$ cat src/rtl/mhf_pkg.sv
package mhf_pkg;
   // Direction in which a priority picker scans its request vector.
   typedef enum logic {
      PICK_LOW  = 1'b0,
      PICK_HIGH = 1'b1
   } pick_dir_e;

   localparam int unsigned DEF_ENTRIES = 4;
   localparam int unsigned DEF_WORDS   = 8;
   localparam int unsigned DEF_REGS    = 32;
   localparam int unsigned DEF_LINE_AW = 26;
   localparam int unsigned DEF_DATA_W  = 32;
   localparam int unsigned DEF_QUERIES = 2;
endpackage

$ cat src/rtl/mhf_pick.sv
module mhf_pick
   import mhf_pkg::*;
#(
   parameter int unsigned N   = 4,
   parameter int unsigned IW  = 2,
   parameter pick_dir_e   DIR = PICK_LOW
) (
   input  logic [N-1:0]  req,
   output logic          found,
   output logic [IW-1:0] idx
);
   generate
      if (DIR == PICK_LOW) begin : g_low
         always_comb begin
            found = 1'b0;
            idx   = '0;
            for (int i = N - 1; i >= 0; i--) begin
               if (req[i]) begin
                  found = 1'b1;
                  idx   = IW'(i);
               end
            end
         end
      end else begin : g_high
         always_comb begin
            found = 1'b0;
            idx   = '0;
            for (int i = 0; i < N; i++) begin
               if (req[i]) begin
                  found = 1'b1;
                  idx   = IW'(i);
               end
            end
         end
      end
   endgenerate
endmodule

$ cat src/rtl/mhf_entry.sv
module mhf_entry #(
   parameter int unsigned LINE_AW = 26,
   parameter int unsigned WORDS   = 8,
   parameter int unsigned WW      = 3,
   parameter int unsigned RW      = 5
) (
   input  logic                       clk,
   input  logic                       rst_n,
   input  logic                       alloc_i,
   input  logic                       merge_i,
   input  logic                       take_i,
   input  logic                       fill_i,
   input  logic [LINE_AW-1:0]         ld_line,
   input  logic [WW-1:0]              ld_word,
   input  logic [RW-1:0]              ld_dest,
   output logic                       busy_o,
   output logic                       hit_o,
   output logic                       req_pend_o,
   output logic [LINE_AW-1:0]         line_o,
   output logic [WORDS-1:0]           used_o,
   output logic [WORDS-1:0][RW-1:0]   dest_o
);
   logic                     busy_q;
   logic                     pend_q;
   logic [LINE_AW-1:0]       line_q;
   logic [WORDS-1:0]         used_q;
   logic [WORDS-1:0][RW-1:0] dest_q;
   logic [WORDS-1:0]         word_sel;

   always_comb begin
      word_sel = '0;
      word_sel[ld_word] = 1'b1;
   end

   always_ff @(posedge clk or negedge rst_n) begin
      if (!rst_n) begin
         busy_q <= 1'b0;
         pend_q <= 1'b0;
         line_q <= '0;
         used_q <= '0;
         dest_q <= '0;
      end else begin
         if (fill_i) begin
            busy_q <= 1'b0;
            used_q <= '0;
         end else if (alloc_i) begin
            busy_q          <= 1'b1;
            line_q          <= ld_line;
            used_q          <= word_sel;
            dest_q[ld_word] <= ld_dest;
         end else if (merge_i) begin
            used_q          <= used_q | word_sel;
            dest_q[ld_word] <= ld_dest;
         end
         if (alloc_i)     pend_q <= 1'b1;
         else if (take_i) pend_q <= 1'b0;
      end
   end

   // A line in its refill cycle is about to vanish: it must not absorb a merge.
   assign hit_o      = busy_q && (line_q == ld_line) && !fill_i;
   assign busy_o     = busy_q;
   assign req_pend_o = pend_q;
   assign line_o     = line_q;
   assign used_o     = used_q;
   assign dest_o     = dest_q;
endmodule

$ cat src/rtl/mhf_scoreboard.sv
module mhf_scoreboard #(
   parameter int unsigned NREGS = 32,
   parameter int unsigned RW    = 5,
   parameter int unsigned NQ    = 2
) (
   input  logic              clk,
   input  logic              rst_n,
   input  logic              set_i,
   input  logic [RW-1:0]     set_idx,
   input  logic [NREGS-1:0]  clr_mask,
   input  logic [NQ*RW-1:0]  q_idx,
   output logic [NQ-1:0]     q_empty,
   output logic [NREGS-1:0]  empty_o
);
   logic [NREGS-1:0] empty_q;
   logic [NREGS-1:0] set_mask;

   always_comb begin
      set_mask = '0;
      if (set_i) set_mask[set_idx] = 1'b1;
   end

   always_ff @(posedge clk or negedge rst_n) begin
      if (!rst_n) empty_q <= '0;
      else        empty_q <= (empty_q & ~clr_mask) | set_mask;
   end

   generate
      for (genvar k = 0; k < NQ; k++) begin : g_query
         assign q_empty[k] = empty_q[q_idx[k*RW +: RW]];
      end
   endgenerate

   assign empty_o = empty_q;
endmodule

$ cat src/rtl/miss_holding_file.sv
module miss_holding_file
   import mhf_pkg::*;
#(
   parameter int unsigned ENTRIES   = DEF_ENTRIES,
   parameter int unsigned WORDS     = DEF_WORDS,
   parameter int unsigned NREGS     = DEF_REGS,
   parameter int unsigned LINE_AW   = DEF_LINE_AW,
   parameter int unsigned DATA_W    = DEF_DATA_W,
   parameter int unsigned NQ        = DEF_QUERIES,
   parameter pick_dir_e   ALLOC_DIR = PICK_LOW,
   parameter pick_dir_e   REQ_DIR   = PICK_LOW,
   localparam int unsigned IW       = $clog2(ENTRIES),
   localparam int unsigned WW       = $clog2(WORDS),
   localparam int unsigned RW       = $clog2(NREGS)
) (
   input  logic                      clk,
   input  logic                      rst_n,
   input  logic                      ld_valid,
   input  logic [LINE_AW-1:0]        ld_line,
   input  logic [WW-1:0]             ld_word,
   input  logic [RW-1:0]             ld_dest,
   output logic                      ld_accept,
   output logic                      mreq_valid,
   input  logic                      mreq_ready,
   output logic [LINE_AW-1:0]        mreq_line,
   output logic [IW-1:0]             mreq_tag,
   input  logic                      fill_valid,
   input  logic [IW-1:0]             fill_tag,
   input  logic [WORDS*DATA_W-1:0]   fill_data,
   output logic [WORDS-1:0]          wb_valid,
   output logic [WORDS*RW-1:0]       wb_reg,
   output logic [WORDS*DATA_W-1:0]   wb_data,
   input  logic [NQ*RW-1:0]          q_reg,
   output logic [NQ-1:0]             q_empty
);
   // Elaboration-time parameter checks.
   if (ENTRIES < 2 || (ENTRIES & (ENTRIES - 1)) != 0) begin : g_bad_entries
      $error("ENTRIES must be a power of two of at least 2");
   end
   if (WORDS < 2 || (WORDS & (WORDS - 1)) != 0) begin : g_bad_words
      $error("WORDS must be a power of two of at least 2");
   end
   if (NREGS < 2 || (NREGS & (NREGS - 1)) != 0) begin : g_bad_regs
      $error("NREGS must be a power of two of at least 2");
   end
   if (NQ < 1 || LINE_AW < 1 || DATA_W < 1) begin : g_bad_width
      $error("NQ, LINE_AW and DATA_W must be nonzero");
   end

   logic [ENTRIES-1:0]        e_busy, e_hit, e_reqp;
   logic [ENTRIES-1:0]        e_alloc, e_merge, e_take, e_fill;
   logic [LINE_AW-1:0]        e_line [ENTRIES];
   logic [WORDS-1:0]          e_used [ENTRIES];
   logic [WORDS-1:0][RW-1:0]  e_dest [ENTRIES];

   logic          hit_any, free_any, pend_any;
   logic [IW-1:0] hit_idx, free_idx, pend_idx;
   logic          slot_taken, dest_wait;
   logic          do_alloc, do_merge;
   logic          hold_q;
   logic [IW-1:0] hold_idx_q;
   logic [NREGS-1:0] sb_empty, clr_mask;

   // ---------------- tracking entries ----------------
   generate
      for (genvar i = 0; i < ENTRIES; i++) begin : g_entry
         assign e_alloc[i] = do_alloc && (free_idx == IW'(i));
         assign e_merge[i] = do_merge && (hit_idx == IW'(i));
         assign e_take[i]  = mreq_valid && mreq_ready && (mreq_tag == IW'(i));
         assign e_fill[i]  = fill_valid && (fill_tag == IW'(i));

         mhf_entry #(
            .LINE_AW (LINE_AW),
            .WORDS   (WORDS),
            .WW      (WW),
            .RW      (RW)
         ) u_entry (
            .clk        (clk),
            .rst_n      (rst_n),
            .alloc_i    (e_alloc[i]),
            .merge_i    (e_merge[i]),
            .take_i     (e_take[i]),
            .fill_i     (e_fill[i]),
            .ld_line    (ld_line),
            .ld_word    (ld_word),
            .ld_dest    (ld_dest),
            .busy_o     (e_busy[i]),
            .hit_o      (e_hit[i]),
            .req_pend_o (e_reqp[i]),
            .line_o     (e_line[i]),
            .used_o     (e_used[i]),
            .dest_o     (e_dest[i])
         );
      end
   endgenerate

   // ---------------- selection ----------------
   mhf_pick #(.N(ENTRIES), .IW(IW), .DIR(PICK_LOW)) u_hit_pick (
      .req   (e_hit),
      .found (hit_any),
      .idx   (hit_idx)
   );

   mhf_pick #(.N(ENTRIES), .IW(IW), .DIR(ALLOC_DIR)) u_free_pick (
      .req   (~e_busy),
      .found (free_any),
      .idx   (free_idx)
   );

   mhf_pick #(.N(ENTRIES), .IW(IW), .DIR(REQ_DIR)) u_req_pick (
      .req   (e_reqp),
      .found (pend_any),
      .idx   (pend_idx)
   );

   // ---------------- load acceptance ----------------
   assign slot_taken = e_used[hit_idx][ld_word];
   assign dest_wait  = sb_empty[ld_dest];
   assign ld_accept  = ld_valid && !dest_wait &&
                       (hit_any ? !slot_taken : free_any);
   assign do_alloc   = ld_accept && !hit_any;
   assign do_merge   = ld_accept && hit_any;

   // ---------------- memory request port ----------------
   // A request shown without ready is frozen until taken.
   always_ff @(posedge clk or negedge rst_n) begin
      if (!rst_n) begin
         hold_q     <= 1'b0;
         hold_idx_q <= '0;
      end else begin
         hold_q     <= mreq_valid && !mreq_ready;
         hold_idx_q <= mreq_tag;
      end
   end

   assign mreq_valid = hold_q || pend_any;
   assign mreq_tag   = hold_q ? hold_idx_q : pend_idx;
   assign mreq_line  = e_line[mreq_tag];

   // ---------------- refill write-back ----------------
   always_comb begin
      clr_mask = '0;
      for (int w = 0; w < WORDS; w++) begin
         wb_valid[w]          = fill_valid && e_used[fill_tag][w];
         wb_reg[w*RW +: RW]   = e_dest[fill_tag][w];
         if (wb_valid[w]) clr_mask[e_dest[fill_tag][w]] = 1'b1;
      end
   end

   assign wb_data = fill_data;

   // ---------------- register scoreboard ----------------
   mhf_scoreboard #(.NREGS(NREGS), .RW(RW), .NQ(NQ)) u_sb (
      .clk      (clk),
      .rst_n    (rst_n),
      .set_i    (ld_accept),
      .set_idx  (ld_dest),
      .clr_mask (clr_mask),
      .q_idx    (q_reg),
      .q_empty  (q_empty),
      .empty_o  (sb_empty)
   );
endmodule

$ cat config.mk
export PLATFORM = sky130hd
export DESIGN_NAME = miss_holding_file
export DESIGN_NICKNAME = d
export VERILOG_FILES = /design/src/rtl/mhf_pkg.sv /design/src/rtl/mhf_pick.sv /design/src/rtl/mhf_entry.sv /design/src/rtl/mhf_scoreboard.sv /design/src/rtl/miss_holding_file.sv
export SDC_FILE = /design/constraint.sdc
export NUM_CORES = 1
export LEC_CHECK = 0
export CORE_AREA = 2 2 250 252
export DETAILED_ROUTE_END_ITERATION = 10
export DIE_AREA = 0 0 252 254
export DONT_BUFFER_PORTS = 1
export PLACE_DENSITY = 0.49
export SETUP_SLACK_MARGIN = 0.05
export SLEW_MARGIN = 20
export SYNTH_ARGS = -nofsm -noshare
export SYNTH_HDL_FRONTEND = slang
export SYNTH_HIERARCHICAL = 1
export SYNTH_SLANG_ARGS = --single-unit
$ cat constraint.sdc
create_clock -name clk -period 4 [get_ports clk]
set_clock_uncertainty 0.15 [all_clocks]
set_input_delay 0.4 -clock clk [delete_from_list [all_inputs] [get_ports clk]]
set_output_delay 0.4 -clock clk [all_outputs]
set_load 0.05 [all_outputs]
### Word level (Yosys, flattened, before mapping)

Cells that the tools add are included.

| storage, ports and cells | value |
|---|---|
| register bits after elaboration | 339 |
| output and inout bits | 336 |
| logic and storage cells | 316 |

| cells by class | value |
|---|---|
| magnitude comparators | 25 |
| equal/unequal tests | 16 |
| multiplexer cells | 117 |
| bitwise logic cells | 22 |
| reductions and logical operators | 85 |

Operator list:

| cell | number |
|---|---|
| 40-bit 2-to-1 mux | 10 |
| 32-bit 2-to-1 mux | 9 |
| 32-bit bitwise OR | 8 |
| 40-bit bitwise mux | 4 |
| 8-bit 2-to-1 mux | 16 |
| 26-bit equality test | 4 |
| 40-bit binary-select mux with 2-bit select | 1 |
| 5-bit by 6-bit less-than comparator with 1-bit output, second input constant | 11 |
| 26-bit binary-select mux with 2-bit select | 1 |
| 26-bit 2-to-1 mux | 2 |
| 1-bit logical AND | 48 |
| 1-bit demux with 5-bit select | 9 |
| 5-bit by 1-bit >= comparator with 1-bit output, second input constant | 9 |
| 1-bit 2-to-1 mux | 43 |
| 32-bit AND | 1 |
| 8-bit binary-select mux with 2-bit select | 2 |
| 32-bit NOT | 1 |
| 8-bit bitwise OR | 4 |
| 2-bit 2-to-1 mux | 13 |
| 2-bit nonzero test | 12 |
| 2-bit equality test, second input constant | 8 |
| 2-bit AND reduction | 8 |
| 1-bit binary-select mux with 5-bit select | 3 |
| 5-bit demux with 3-bit select | 1 |
| other kinds (14) | 37 |

### Logic depth before layout (Yosys ltp)

Gate-level depths: netlist (run 1).

| logic depth | value |
|---|---|
| depth in word-level cells | 26 |
| depth in mapped cells | 21 |
| depth with buffers taken out | 16 |

### Cells and area by module

Netlist (run 1), hierarchy kept.

By module, submodules not included:

| module | instances | cells each | area each (µm²) |
|---|---|---|---|
| mhf_entry | 4 | 215 | 3158.0 |
| miss_holding_file | 1 | 948 | 7063.0 |
| mhf_scoreboard | 1 | 192 | 1818.0 |
| mhf_pick | 3 | 7 | 35.0 |

### Worst setup path before layout (run 1)

Ideal clock, no wire load.

| timing | value |
|---|---|
| kind | input -> register |
| start point | input port fill_tag[1] |
| end point | register u_sb.empty_q[24], in the netlist u_sb/empty_o[24] |
| arrival | 4507 ps |
| required time | 3767 ps |
| setup slack | -740 ps |
| stages on the path | 19 |
| buffers on the path | 5 |
| cell sequence | buf_2 -> buf_4 -> buf_2 -> inv_1 -> nor2_1 -> nor3b_1 -> nand4_1 -> nor3_1 -> nor2_1 -> nor3_1 -> clkbuf_1 -> mux2i_1 -> a22oi_1 -> a31oi_1 -> nand4_1 -> a21oi_1 -> or3b_1 -> clkbuf_1 -> o22ai_1 |

RTL lines:

| item | line | source |
|---|---|---|
| start, declared | miss_holding_file.sv:28 | `input logic [IW-1:0] fill_tag,` |
| 2-bit equality test | miss_holding_file.sv:70 | `assign e_fill[i] = fill_valid && (fill_tag == IW'(i));` |
| 1-bit logical AND | miss_holding_file.sv:70 |  |
| named net e_fill[3] | miss_holding_file.sv:51 | `logic [ENTRIES-1:0] e_alloc, e_merge, e_take, e_fill;` |
| 1-bit logical NOT | mhf_entry.sv:61 | `assign hit_o = busy_q && (line_q == ld_line) && !fill_i;` |
| 1-bit logical AND | mhf_entry.sv:61 |  |
| named net e_hit[3] | miss_holding_file.sv:50 | `logic [ENTRIES-1:0] e_busy, e_hit, e_reqp;` |
| 2-bit 2-to-1 mux (4 in series) | mhf_pick.sv:18 | `if (req[i]) begin` |
| named net hit_idx[1] | miss_holding_file.sv:57 | `logic [IW-1:0] hit_idx, free_idx, pend_idx;` |
| [4 not listed] | - |  |
| 1-bit binary-select mux with 3-bit select | miss_holding_file.sv:117 | `assign slot_taken = e_used[hit_idx][ld_word];` |
| 1-bit 2-to-1 mux (not written as such) | miss_holding_file.sv:117 |  |
| 1-bit logical NOT | miss_holding_file.sv:120 | `(hit_any ? !slot_taken : free_any);` |
| 1-bit 2-to-1 mux | miss_holding_file.sv:120 |  |
| 1-bit logical AND | miss_holding_file.sv:119 | `assign ld_accept = ld_valid && !dest_wait &&` |
| named net ld_accept | miss_holding_file.sv:22 | `output logic ld_accept,` |
| 32-bit 2-to-1 mux | mhf_scoreboard.sv:20 | `if (set_i) set_mask[set_idx] = 1'b1;` |
| 32-bit bitwise OR | mhf_scoreboard.sv:25 | `else empty_q <= (empty_q & ~clr_mask) \| set_mask;` |
| end signal, assigned | mhf_scoreboard.sv:25 |  |
| end, declared | mhf_scoreboard.sv:15 | `logic [NREGS-1:0] empty_q;` |

The timed path passes the listed nets, and every way through them passes these cells. The select of a mux whose other input is x is not followed.
A chain may end at the register's enable or synchronous reset.

### Final worst setup path (run 1)

| timing | value |
|---|---|
| start point | register g_entry[2].u_entry.line_q[23] |
| end point | register g_entry[2].u_entry.dest_q (netlist bit g_entry[2].u_entry/dest_o[10]) |

| on the way | value |
|---|---|
| longest elaborated chain between the ends | 19 |

RTL lines:

| item | line | source |
|---|---|---|
| start, declared | mhf_entry.sv:25 | `logic [LINE_AW-1:0] line_q;` |
| start signal, assigned | mhf_entry.sv:48 | `line_q <= ld_line;` |
| 26-bit equality test * | mhf_entry.sv:61 |  |
| 1-bit logical AND * (2 in series) | mhf_entry.sv:61 |  |
| named net e_hit[2] | miss_holding_file.sv:50 |  |
| 2-bit 2-to-1 mux * (3 in series) | mhf_pick.sv:18 |  |
| named net hit_idx[1] | miss_holding_file.sv:57 |  |
| 2-bit NOT with 3-bit output (not written as such) | miss_holding_file.sv:117 |  |
| 8-bit binary-select mux with 2-bit select | miss_holding_file.sv:117 |  |
| 8-bit 2-to-1 mux (not written as such) (2 in series) | miss_holding_file.sv:117 |  |
| [2 not listed] | - |  |
| 1-bit logical NOT | miss_holding_file.sv:120 |  |
| 1-bit 2-to-1 mux | miss_holding_file.sv:120 |  |
| 1-bit logical AND | miss_holding_file.sv:119 |  |
| 1-bit logical AND | miss_holding_file.sv:122 | `assign do_merge = ld_accept && hit_any;` |
| 1-bit logical AND * | miss_holding_file.sv:68 | `assign e_merge[i] = do_merge && (hit_idx == IW'(i));` |
| named net e_merge[2] | miss_holding_file.sv:51 |  |
| 2-bit nonzero test (no line) * | - |  |
| 2-bit AND reduction (no line) * | - |  |
| end signal, assigned by index | mhf_entry.sv:50 | `dest_q[ld_word] <= ld_dest;` |
| end signal, assigned by index | mhf_entry.sv:53 | `dest_q[ld_word] <= ld_dest;` |
| end, declared | mhf_entry.sv:27 | `logic [WORDS-1:0][RW-1:0] dest_q;` |

The timed path passes the listed nets; every way through them passes the cells marked *. The select of a mux whose other input is x is not followed.

==> run_results.csv, run 1 <==
group,metric,value,unit
status,outcome,"complete, but fails checks",
status,violations,"negative hold slack, negative setup slack",
timing,final-hold-violation-count,339,
timing,period_needed,4.421,ns
grt,grt_pass1_vias,16680,
placement,placedCellCount,2692,
worst_setup_path,crit_slowest_cell,"nor4_1",
logic_synthesis,ys.flop_type,"dfrtp_1",
detailed_routing,ant_nets,0,
worst_setup_path,start_kind,"flop",
min_path,hold_path_class,"in -> async",
timing,period_share,1.105,
worst_setup_path,cp_common_cell,"buf_6",
clock_network,cts_max_level,2,
layout,mostFrequentLayoutCell,"dfrtp_1",
placement,globalplace.congestion,0.9079,
logic_synthesis,synthesis.instances,2021,
pwr,finalPower,7.422,mW
worst_setup_path,cp_data_arrival_time,4.71,ns
logic_synthesis,yosysWarningCount,6,
pwr,powerDensity,299.7,mW/mm^2
layout,stdcell_count,2819,
pwr,p_leak,11.77,nW
worst_setup_path,path_delay_family,"simple AND/OR/NAND/NOR gates",
detailed_routing,post_drt_wl_per_cell,32.49,um
logic_synthesis,async_reset_ff_frac,1.000,
grt,antenna_found_initial,4,
detailed_routing,drt-initial-drc-count,1454,
clock_network,cts_hold_buf,41,
worst_setup_path,r2r-start,"g_entry[2].u_entry/line_o[23]",
die,core,0.06126,sq mm
logic_synthesis,yosysUniqueCellTypes,56,
die,fp.dieW,252,um
layout,most-common-layout-cells,"dfrtp_1, mux2_2, nand2_1, buf_4, o22ai_1",
timing,tightest_slew,0.9646,ns
layout,drive_gt1_frac,0.3651,
grt,grt_max_degree,340,
pwr,peakVddDrop,0.0002649,V
logic_synthesis,yosysTopAreaCellShare,0.3924,
logic_synthesis,seq_area_frac_synth,0.3924,
detailed_routing,routed_wl,91590,um
clock_network,cts_tree,"done",
worst_setup_path,r2r-end,"g_entry[2].u_entry/dest_o[10]",
die,ioPinCount,643,
clock_network,cts_root_buffer,"clkbuf_16",
timing,layout_setup_ws,-0.4212,ns
layout,area_growth,14.55,%
clock_network,clock_sinks,339,
clock_network,numCtsBuffers,41,
timing,relSlewSlack,0.3545,
logic_synthesis,synth-seq-cells,339,
timing,rsz0062_at_grt,"yes",
worst_setup_path,path_buf_inv,5,
placement,dpl.hpwl,62610,um
logic_synthesis,yosysTopAreaCell,"dfrtp_1",
detailed_routing,drc,0,
detailed_routing,first_pass_iters,7,
clock_network,insertion_delay,0.58,ns
worst_setup_path,crit_cells,20,
logic_synthesis,synth_edf_count,0,
timing,setup_viol,185,
placement,io_buffers,0,
grt,grt-ovfl-total,0,
worst_setup_path,cp-startpoint,"g_entry[2].u_entry/line_o[23]",
die,die-height,254,um
layout,fill_cells,5872,
worst_setup_path,critPathKind,"reg -> reg",
timing,fmax,226.2,MHz
clock_network,clkTransAtPathRegs,0.06,ns
logic_synthesis,avgSynthCellArea,10.70,sq um
worst_setup_path,critPathMaxFanout,6,
layout,final_area,0.02476,sq mm
logic_synthesis,syn_nets,2328,
timing,finalSetupTns,-49.47,ns
timing,hold_slack,-0.6193,ns
worst_setup_path,endpoint,"g_entry[2].u_entry/dest_o[10]",
die,dieArea,0.06401,sq mm
die,start_util,0.3529,
placement,placed_cell_area,0.02239,sq mm
layout,layout.nets,2308,
grt,grt_pass1_wl,128200,um
logic_synthesis,ys_top_cells_by_area,"dfrtp_1, mux2_2, buf_4",
worst_setup_path,worstPathRequired,4.29,ns
detailed_routing,via_count,16710,
worst_setup_path,crit_chain,"xor2_1, nor4_1, nand4_1, nor3_2, nor2_2, nor3_4, buf_6, buf_12, mux2i_1, a21oi_1, a31oi_1, nand4_1, buf_6, nor4_4, nor2_2, or3_4, buf_6, nor3b_4, buf_12, mux2_4",
timing,slew_viol_final,0,
job,drv_cap,0,
worst_setup_path,cpPeakStageDelay,0.42,ns
clock_network,clockBufferDepth,3,
layout,final_util,0.4043,
detailed_routing,via_per_inst,5.928,
logic_synthesis,synth_area,0.02162,sq mm
die,rows,91,
grt,grt_util_all_layers,0.2785,
worst_setup_path,end_kind,"flop",
worst_setup_path,r2r_cells,20,
worst_setup_path,rrSetupSlack,-0.42,ns
==> cells by family (layout without fill, tap and decap cells) <==
logic type      Yosys count  in the layout  share of synthesized area
simple gates            553            553                     0.1479
buf+inv                 399            405                     0.1213
mux                     373            373                     0.2169
flops                   339            339                     0.3924
compound gates          253            253                    0.07929
xor+xnor                104            104                    0.04213
other cells               0              2                          0
==> routing by layer <==
metal | GRT usage | vias to the layer above | routed length, um | part of all wire
met3 | 0.1748 | 259 | 14700 | 0.16
met5 | 0.05174 | - | 402 | 0.0044
met2 | 0.4006 | 1043 | 38720 | 0.42
met1 | 0.3311 | 8383 | 34170 | 0.37
met4 | 0.1008 | 16 | 3599 | 0.039
li1 | - | 7009 | - | -
==> worst reg2reg max path, stage by stage, from the launching register on <==
cell and delay (ns):
dfrtp_1 0.38, xor2_1 0.14, nor4_1 0.42, nand4_1 0.22, nor3_2 0.20, nor2_2 0.09
nor3_4 0.17, buf_6 0.14, buf_12 0.11, mux2i_1 0.18, a21oi_1 0.09, a31oi_1 0.19
nand4_1 0.17, buf_6 0.18, nor4_4 0.23, nor2_2 0.08, or3_4 0.36, buf_6 0.14
nor3b_4 0.23, buf_12 0.15, mux2_4 0.29
==> how the worst min path moves through the flow <==
stage,endpoint,slack (ns),cells past startpoint
after floorplan,g_entry[0].u_entry/busy_o,-0.05,0
final,g_entry[0].u_entry/line_o[6],-0.62,0
after global routing,g_entry[0].u_entry/line_o[9],-0.64,0
after CTS,g_entry[0].u_entry/line_o[9],-0.65,0
after detailed placement,g_entry[0].u_entry/line_o[6],-0.04,0
after global placement,g_entry[0].u_entry/line_o[6],-0.04,0
==> cell usage after synthesis, types with 18 or more instances <==
master,number
inv_1,66
nor3_1,18
nor4_1,24
or4_1,24
nand4_1,18
nand2b_1,21
and3_1,28
a21o_1,20
nand2_1,196
a22oi_1,19
xor2_1,84
mux2_2,264
a31oi_1,27
dfrtp_1,339
o22ai_1,133
a32oi_1,23
buf_4,261
clkbuf_1,35
nor2b_1,23
nand3_1,30
nor2_1,56
xnor2_1,20
mux2i_1,59
mux4_2,50
buf_2,23
==> registers in the layout, indices dropped and copies added, names as in the netlist <==
| name | count |
|---|---|
| g_entry.u_entry/dest_o | 160 |
| g_entry.u_entry/line_o | 104 |
| g_entry.u_entry/used_o | 32 |
| u_sb/empty_o | 32 |
| g_entry.u_entry/busy_o | 4 |
| g_entry.u_entry/req_pend_o | 4 |
| hold_idx_q | 2 |
| hold_q | 1 |
==> what timing repair did <==
action                                 in CTS  in global routing
endpoints found under the hold margin     650                339
setup endpoints to repair                 225                225
resized for setup                          54                 45
pin swaps                                  21                  4
cloned                                      1                  1
buffers inserted                            6                  8
==> report_power, final <==
part           switching, mW  internal [mW]
clock                   1.53           2.19
combinational          0.146          0.127
sequential                 0           3.43
==> area by class of cell <==
class                      count  area [sq um]  share of cell area
antenna                        2         5.005           0.0002021
clock buffer                  56          1182             0.04775
clock inverter                13         130.1            0.005255
inverter                      67         256.5             0.01036
multi-input combinational   1283         11220              0.4532
sequential                   339          8483              0.3426
tap                          790         988.4             0.03992
timing repair buffer         269          2495              0.1007
==> per-stage QoR <==
stage | hold WS (ns) | setup slack [ns]
after global placement | -0.03904 | -0.6017
after floorplan | -0.04559 | -0.2462
final | -0.6193 | -0.4212
after CTS | -0.6501 | -0.3485
after global routing | -0.6417 | -0.6541
after detailed placement | -0.03900 | -0.6708
No activity file was read; power rests on OpenSTA's default activity.
==> run 2: changes to the inputs <==
- PLACE_DENSITY: 0.49 -> 0.47
- clock period: 4 -> 5.4 ns (I/O delays scaled with it)
==> run_results.csv, run 2 (synthesis gave the netlist of run 1 again) <==
group,metric,value,unit
grt,grt_pass1_vias,16220,
timing,final-hold-violation-count,339,
worst_setup_path,cpPeakStageDelay,0.54,ns
worst_setup_path,critPathKind,"reg -> reg",
job,drv_cap,0,
detailed_routing,via_per_inst,6.050,
worst_setup_path,path_buf_inv,1,
die,rows,91,
layout,largest_reg_flops,160,
layout,drive_gt1_frac,0.2781,
clock_network,postCtsSetupBuffers,0,
detailed_routing,routed_wl,84690,um
grt,grt-ovfl-total,0,
die,start_util,0.3529,
worst_setup_path,crit_slowest_cell,"nor3b_1",
clock_network,clockBufferDepth,3,
die,dieArea,0.06401,sq mm
worst_setup_path,worstPathRequired,5.68,ns
clock_network,cts_hold_buf,35,
clock_network,clkTransAtPathRegs,0.06,ns
timing,hold_slack,-0.4764,ns
worst_setup_path,r2r-start,"g_entry[1].u_entry/line_o[22]",
die,core,0.06126,sq mm
die,ioPinCount,643,
timing,tightest_slew,1.102,ns
placement,io_buffers,0,
detailed_routing,drt-initial-drc-count,1464,
placement,dpl.hpwl,57360,um
min_path,hold_path_class,"in -> async",
timing,period_needed,5.131,ns
worst_setup_path,cp_data_arrival_time,5.42,ns
pwr,peakVddDrop,0.0002046,V
grt,antenna_found_initial,2,
worst_setup_path,crit_chain,"xor2_1, nor4_1, nand4_1, nor3_1, inv_1, a21oi_2, nor2b_1, a22oi_1, a31oi_1, nand4_1, nor4b_1, nor2_1, nor3b_1, nand3b_1, mux2_2",
layout,layout.nets,2124,
clock_network,cts_max_level,2,
clock_network,cts_tree,"done",
placement,globalplace.congestion,0.9209,
placement,dp_slack,0.1390,ns
timing,fmax,194.9,MHz
timing,finalSetupTns,0,ns
clock_network,insertion_delay,0.58,ns
layout,area_growth,3.774,%
grt,grt_max_degree,340,
worst_setup_path,end_kind,"flop",
clock_network,numCtsBuffers,40,
detailed_routing,first_pass_iters,6,
timing,layout_setup_ws,0.2692,ns
worst_setup_path,rrSetupSlack,0.27,ns
pwr,finalPower,5.471,mW
pwr,p_leak,10.60,nW
timing,setup_viol,0,
timing,period_share,0.9501,
clock_network,cts_root_buffer,"clkbuf_16",
layout,most-common-layout-cells,"dfrtp_1, mux2_2, nand2_1, o22ai_1, xor2_1",
grt,grt_util_all_layers,0.2584,
detailed_routing,via_count,15970,
worst_setup_path,r2r_cells,15,
worst_setup_path,cp_common_cell,"nand4_1",
die,die-height,254,um
clock_network,clock_sinks,339,
detailed_routing,drc,0,
status,violations,"negative hold slack",
worst_setup_path,start_kind,"flop",
grt,grt_pass1_wl,120500,um
worst_setup_path,r2r-end,"g_entry[1].u_entry/dest_o[19]",
timing,relSlewSlack,0.2630,
layout,mostFrequentLayoutCell,"dfrtp_1",
pwr,powerDensity,243.9,mW/mm^2
timing,rsz0062_at_grt,"no",
status,outcome,"complete, but fails checks",
timing,slew_viol_final,0,
die,fp.dieW,252,um
worst_setup_path,path_delay_family,"simple AND/OR/NAND/NOR gates",
detailed_routing,post_drt_wl_per_cell,32.09,um
detailed_routing,ant_nets,0,
worst_setup_path,critPathMaxFanout,8,
## run 2: final cells by class
cell class / instances / area [sq um]
Inverter: 67 / 251.5
Sequential cell: 339 / 8483
Clock inverter: 17 / 175.2
Fill cell: 6101 / 38820
Tap cell: 790 / 988.4
Clock buffer: 56 / 1161
Timing Repair Buffer: 86 / 783.3
Antenna cell: 1 / 2.502
Multi-Input combinational cell: 1283 / 10590
## run 2: worst max path at each step
stage                     cells past startpoint                             to  slack [ns]                          start
final                                        15  g_entry[1].u_entry/dest_o[19]        0.27  g_entry[1].u_entry/line_o[22]
after global routing                         15  g_entry[2].u_entry/dest_o[12]        0.18   g_entry[1].u_entry/line_o[9]
after CTS                                    15  g_entry[1].u_entry/dest_o[19]        0.24   g_entry[1].u_entry/line_o[9]
after detailed placement                     16  g_entry[3].u_entry/dest_o[28]        0.14                     ld_line[9]
after global placement                       16  g_entry[3].u_entry/dest_o[28]        0.13                     ld_line[9]
after floorplan                              19               u_sb/empty_o[24]        0.52                    fill_tag[1]
## run 2: where the power goes
part | switching (mW) | internal [mW] | total (mW)
clock network | 1.11 | 1.65 | 2.76
logic | 0.0873 | 0.0816 | 0.169
registers | 0 | 2.54 | 2.54
total | 1.20 | 4.27 | 5.47
## run 2: repair_timing
item,in CTS,in global routing
gates resized for setup,0,2
hold endpoints to repair,580,339
setup endpoints to repair,0,10
## run 2: per-stage QoR
stage,cells,instance area (sq um),util
floorplan,2021,21620,-
global route,2638,22430,0.3662
global placement,2529,20690,0.3377
CTS,2637,22410,0.3658
finish,2639,22430,0.3662
detailed placement,2529,20690,0.3377
## run 2: per-layer routing
metal | track usage | routed length (um)
met5 | 0.07181 | 563
met4 | 0.09231 | 3284
met3 | 0.1471 | 12030
met2 | 0.3792 | 36580
met1 | 0.3088 | 32230
==> run 3: changes to the inputs <==
- ABC_AREA: not set -> 1
- CORE_AREA: 2 2 250 252 -> 2 2 253 255
- DIE_AREA: 0 0 252 254 -> 0 0 255 257
- PLACE_DENSITY: 0.47 -> 0.5
- SETUP_SLACK_MARGIN: 0.05 -> 0.3
==> run_results.csv, run 3 <==
group,metric,value,unit
logic_synthesis,seq_area_frac_synth,0.3607,
logic_synthesis,synth_area,0.02352,sq mm
detailed_routing,drc,0,
status,outcome,"complete, but fails checks",
timing,tightest_slew,2.165,ns
detailed_routing,routed_wl,104700,um
grt,grt_max_degree,340,
logic_synthesis,ys_top_cells_by_area,"dfrtp_1, nand2_1, buf_4",
worst_setup_path,crit_cells,21,
worst_setup_path,endpoint,"ld_accept",
pwr,p_leak,12.08,nW
grt,grt-ovfl-total,0,
clock_network,insertion_delay,0.58,ns
clock_network,ctsResizeCount,0,
detailed_routing,via_per_inst,5.445,
timing,finalSetupTns,0,ns
die,die-height,257,um
layout,mostFrequentLayoutCell,"nand2_1",
timing,period_needed,4.730,ns
detailed_routing,drt-initial-drc-count,2286,
pwr,switching_share,0.4649,
timing,relSlewSlack,-0.4430,
timing,rsz0062_at_grt,"no",
placement,globalplace.congestion,1.021,
detailed_routing,post_drt_wl_per_cell,26.30,um
grt,grt_util_all_layers,0.3116,
layout,multi_input_area,0.01088,sq mm
clock_network,cts_root_buffer,"clkbuf_16",
worst_setup_path,rrSetupSlack,0.97,ns
logic_synthesis,synth-seq-cells,339,
layout,drive_gt1_frac,0.09923,
pwr,power_frac_comb,0.405,
layout,final_util,0.3772,
timing,period_share,0.8759,
logic_synthesis,ys.flop_type,"dfrtp_1",
worst_setup_path,crit_slowest_cell,"dlygate4sd3_1",
clock_network,clockBufferDepth,3,
logic_synthesis,synth_commonest_cells,"nand2_1, dfrtp_1, inv_1, nand3_1, nor2_1",
worst_setup_path,critPathKind,"in -> out",
pwr,pwr-share-clk,0.239,
worst_setup_path,critPathMaxFanout,10,
worst_setup_path,worstPathRequired,4.71,ns
worst_setup_path,cp-startpoint,"ld_line[25]",
clock_network,cts_tree,"done",
logic_synthesis,yosysUniqueCellTypes,43,
worst_setup_path,end_kind,"output pin",
timing,fmax,211.4,MHz
layout,fill_cells,6735,
placement,dpl.hpwl,77650,um
worst_setup_path,crit_chain,"dlygate4sd3_1, inv_1, nand2_1, nand2_1, nor2_1, nand2_1, nor2_1, nand2_1, nor2_1, nor2_1, nor3_1, buf_4, inv_1, nor2_1, nand2_1, nand3b_1, nand3_1, nand3_1, nand3_1, and2_1, buf_12",
layout,ff_latch_area,0.008483,sq mm
clock_network,cts_max_level,2,
layout,layout.nets,3414,
die,fp.dieW,255,um
worst_setup_path,cpPeakStageDelay,0.65,ns
detailed_routing,via_count,21670,
layout,area_growth,0.6225,%
clock_network,postCtsSetupBuffers,0,
min_path,hold_path_class,"in -> async",
timing,setup_viol,0,
clock_network,clock_sinks,339,
pwr,powerDensity,482.0,mW/mm^2
pwr,finalPower,11.41,mW
logic_synthesis,syn_nets,3673,
clock_network,numCtsBuffers,40,
worst_setup_path,cp_data_arrival_time,4.04,ns
die,start_util,0.3749,
worst_setup_path,r2r-start,"g_entry[3].u_entry/line_o[14]",
clock_network,cts_hold_buf,27,
die,ioPinCount,643,
logic_synthesis,yosysTopAreaCell,"dfrtp_1",
layout,most-common-layout-cells,"nand2_1, dfrtp_1, inv_1, nand3_1, nor2_1",
pwr,seqPwrFrac,0.356,
job,drv_cap,0,
layout,antennaDiodeCount,0,
grt,grt_pass1_wl,147800,um
worst_setup_path,path_buf_inv,5,
clock_network,clkTransAtPathRegs,0.06,ns
placement,io_buffers,0,
logic_synthesis,async_reset_ff_frac,1.000,
logic_synthesis,synth.most_common_cell,"nand2_1",
logic_synthesis,synth_edf_count,0,
status,violations,"negative hold slack, max-slew violations",
timing,hold_slack,-0.4301,ns
timing,slew_viol_final,240,
worst_setup_path,r2r-end,"g_entry[3].u_entry/dest_o[38]",
detailed_routing,ant_nets,0,
pwr,power.internal,6.104,mW
worst_setup_path,r2r_cells,21,
grt,antenna_found_initial,1,
logic_synthesis,avgSynthCellArea,6.987,sq um
pwr,peakVddDrop,0.0002933,V
worst_setup_path,path_delay_family,"simple AND/OR/NAND/NOR gates",
detailed_routing,first_pass_iters,6,
die,rows,92,
worst_setup_path,start_kind,"primary input",
pwr,p_sw,5.303,mW
layout,largest_reg_flops,160,
logic_synthesis,yosysTopAreaCellShare,0.3607,
die,dieArea,0.06554,sq mm
logic_synthesis,yosysWarningCount,6,
grt,grt_pass1_vias,20220,
timing,final-hold-violation-count,283,
die,core,0.06274,sq mm
logic_synthesis,synthesis.instances,3366,
[run 3: changes by cell type after synthesis, moves of 45 or more]
cell	change
xor2_1	-80
mux4_2	-50
inv_1	+269
o21ai_1	+130
o21ai_0	+98
nor2_1	+213
mux2_2	-240
nand3_1	+247
mux2i_1	-59
o22ai_1	-101
nand4_2	+45
nand2_1	+979
[run 3: worst min path at each step]
stage / from / endpoint
global placement: rst_n / g_entry[3].u_entry/dest_o[36]
detailed placement: rst_n / g_entry[3].u_entry/dest_o[36]
floorplan: rst_n / g_entry[0].u_entry/busy_o
finish: rst_n / u_sb/empty_o[0]
CTS: rst_n / g_entry[3].u_entry/dest_o[0]
global route: rst_n / u_sb/empty_o[4]
[run 3: cells by family (layout without fill, tap and decap cells)]
kind of cell,Yosys count,after routing,synth area share
AO/OA/AOI/OAI,384,384,0.09443
XOR/XNOR,28,28,0.01043
buffers and inverters,738,506,0.1771
flip-flops,339,339,0.3607
multiplexers,28,28,0.01404
AND/OR/NAND/NOR,1849,1849,0.3433
[run 3: layer usage]
metal  global-route usage  up-vias  routed length [um]
li1                     -     9864                   -
met1               0.3895    10300               40780
met2               0.4483     1253               44090
met3               0.1520      253               14750
met4               0.1353        4                4858
met5              0.03684        -                 178
[run 3: worst reg2reg max path, delay by kind of cell, from the launching register on]
kind | cells | cell delay (ns)
xor gates and xnor gates | 1 | 0.31
buffers and inverters | 1 | 0.22
AOI/OAI and AO/OA | 3 | 0.46
DFF | 1 | 0.40
and+or+nand+nor | 16 | 2.79
[run 3: power by group through the flow]
stage                     Sequential, mW  Combinational (mW)  Clock (mW)
after floorplan                     3.87                4.02           0
after global placement              4.06                4.48           0
after detailed placement            4.08                4.53           0
after CTS                           4.05                4.56        2.79
after global routing                4.17                4.98        2.88
final                               4.06                4.62        2.73
[run 3: through the flow]
step | std cells | worst slack (ns) | instance area [sq um]
6_report | 3980 | 0.6703 | 23670
5_1_grt | 3980 | 0.4882 | 23670
4_1_cts | 3980 | 0.7275 | 23670
3_5_place_dp | 3884 | 0.7522 | 22090
3_3_place_gp | 3884 | 0.7897 | 22090
2_1_floorplan | 3366 | 1.271 | 23520
[run 3: area by class of cell]
| type | count | share of cell area |
|---|---|---|
| clock inverters | 9 | 0.004335 |
| repair buffers | 51 | 0.01956 |
| inverters | 386 | 0.06207 |
| multi-input cells | 2289 | 0.4599 |
| flip-flops and latches | 339 | 0.3585 |
| well taps | 846 | 0.04473 |
| clock buffers | 60 | 0.05097 |
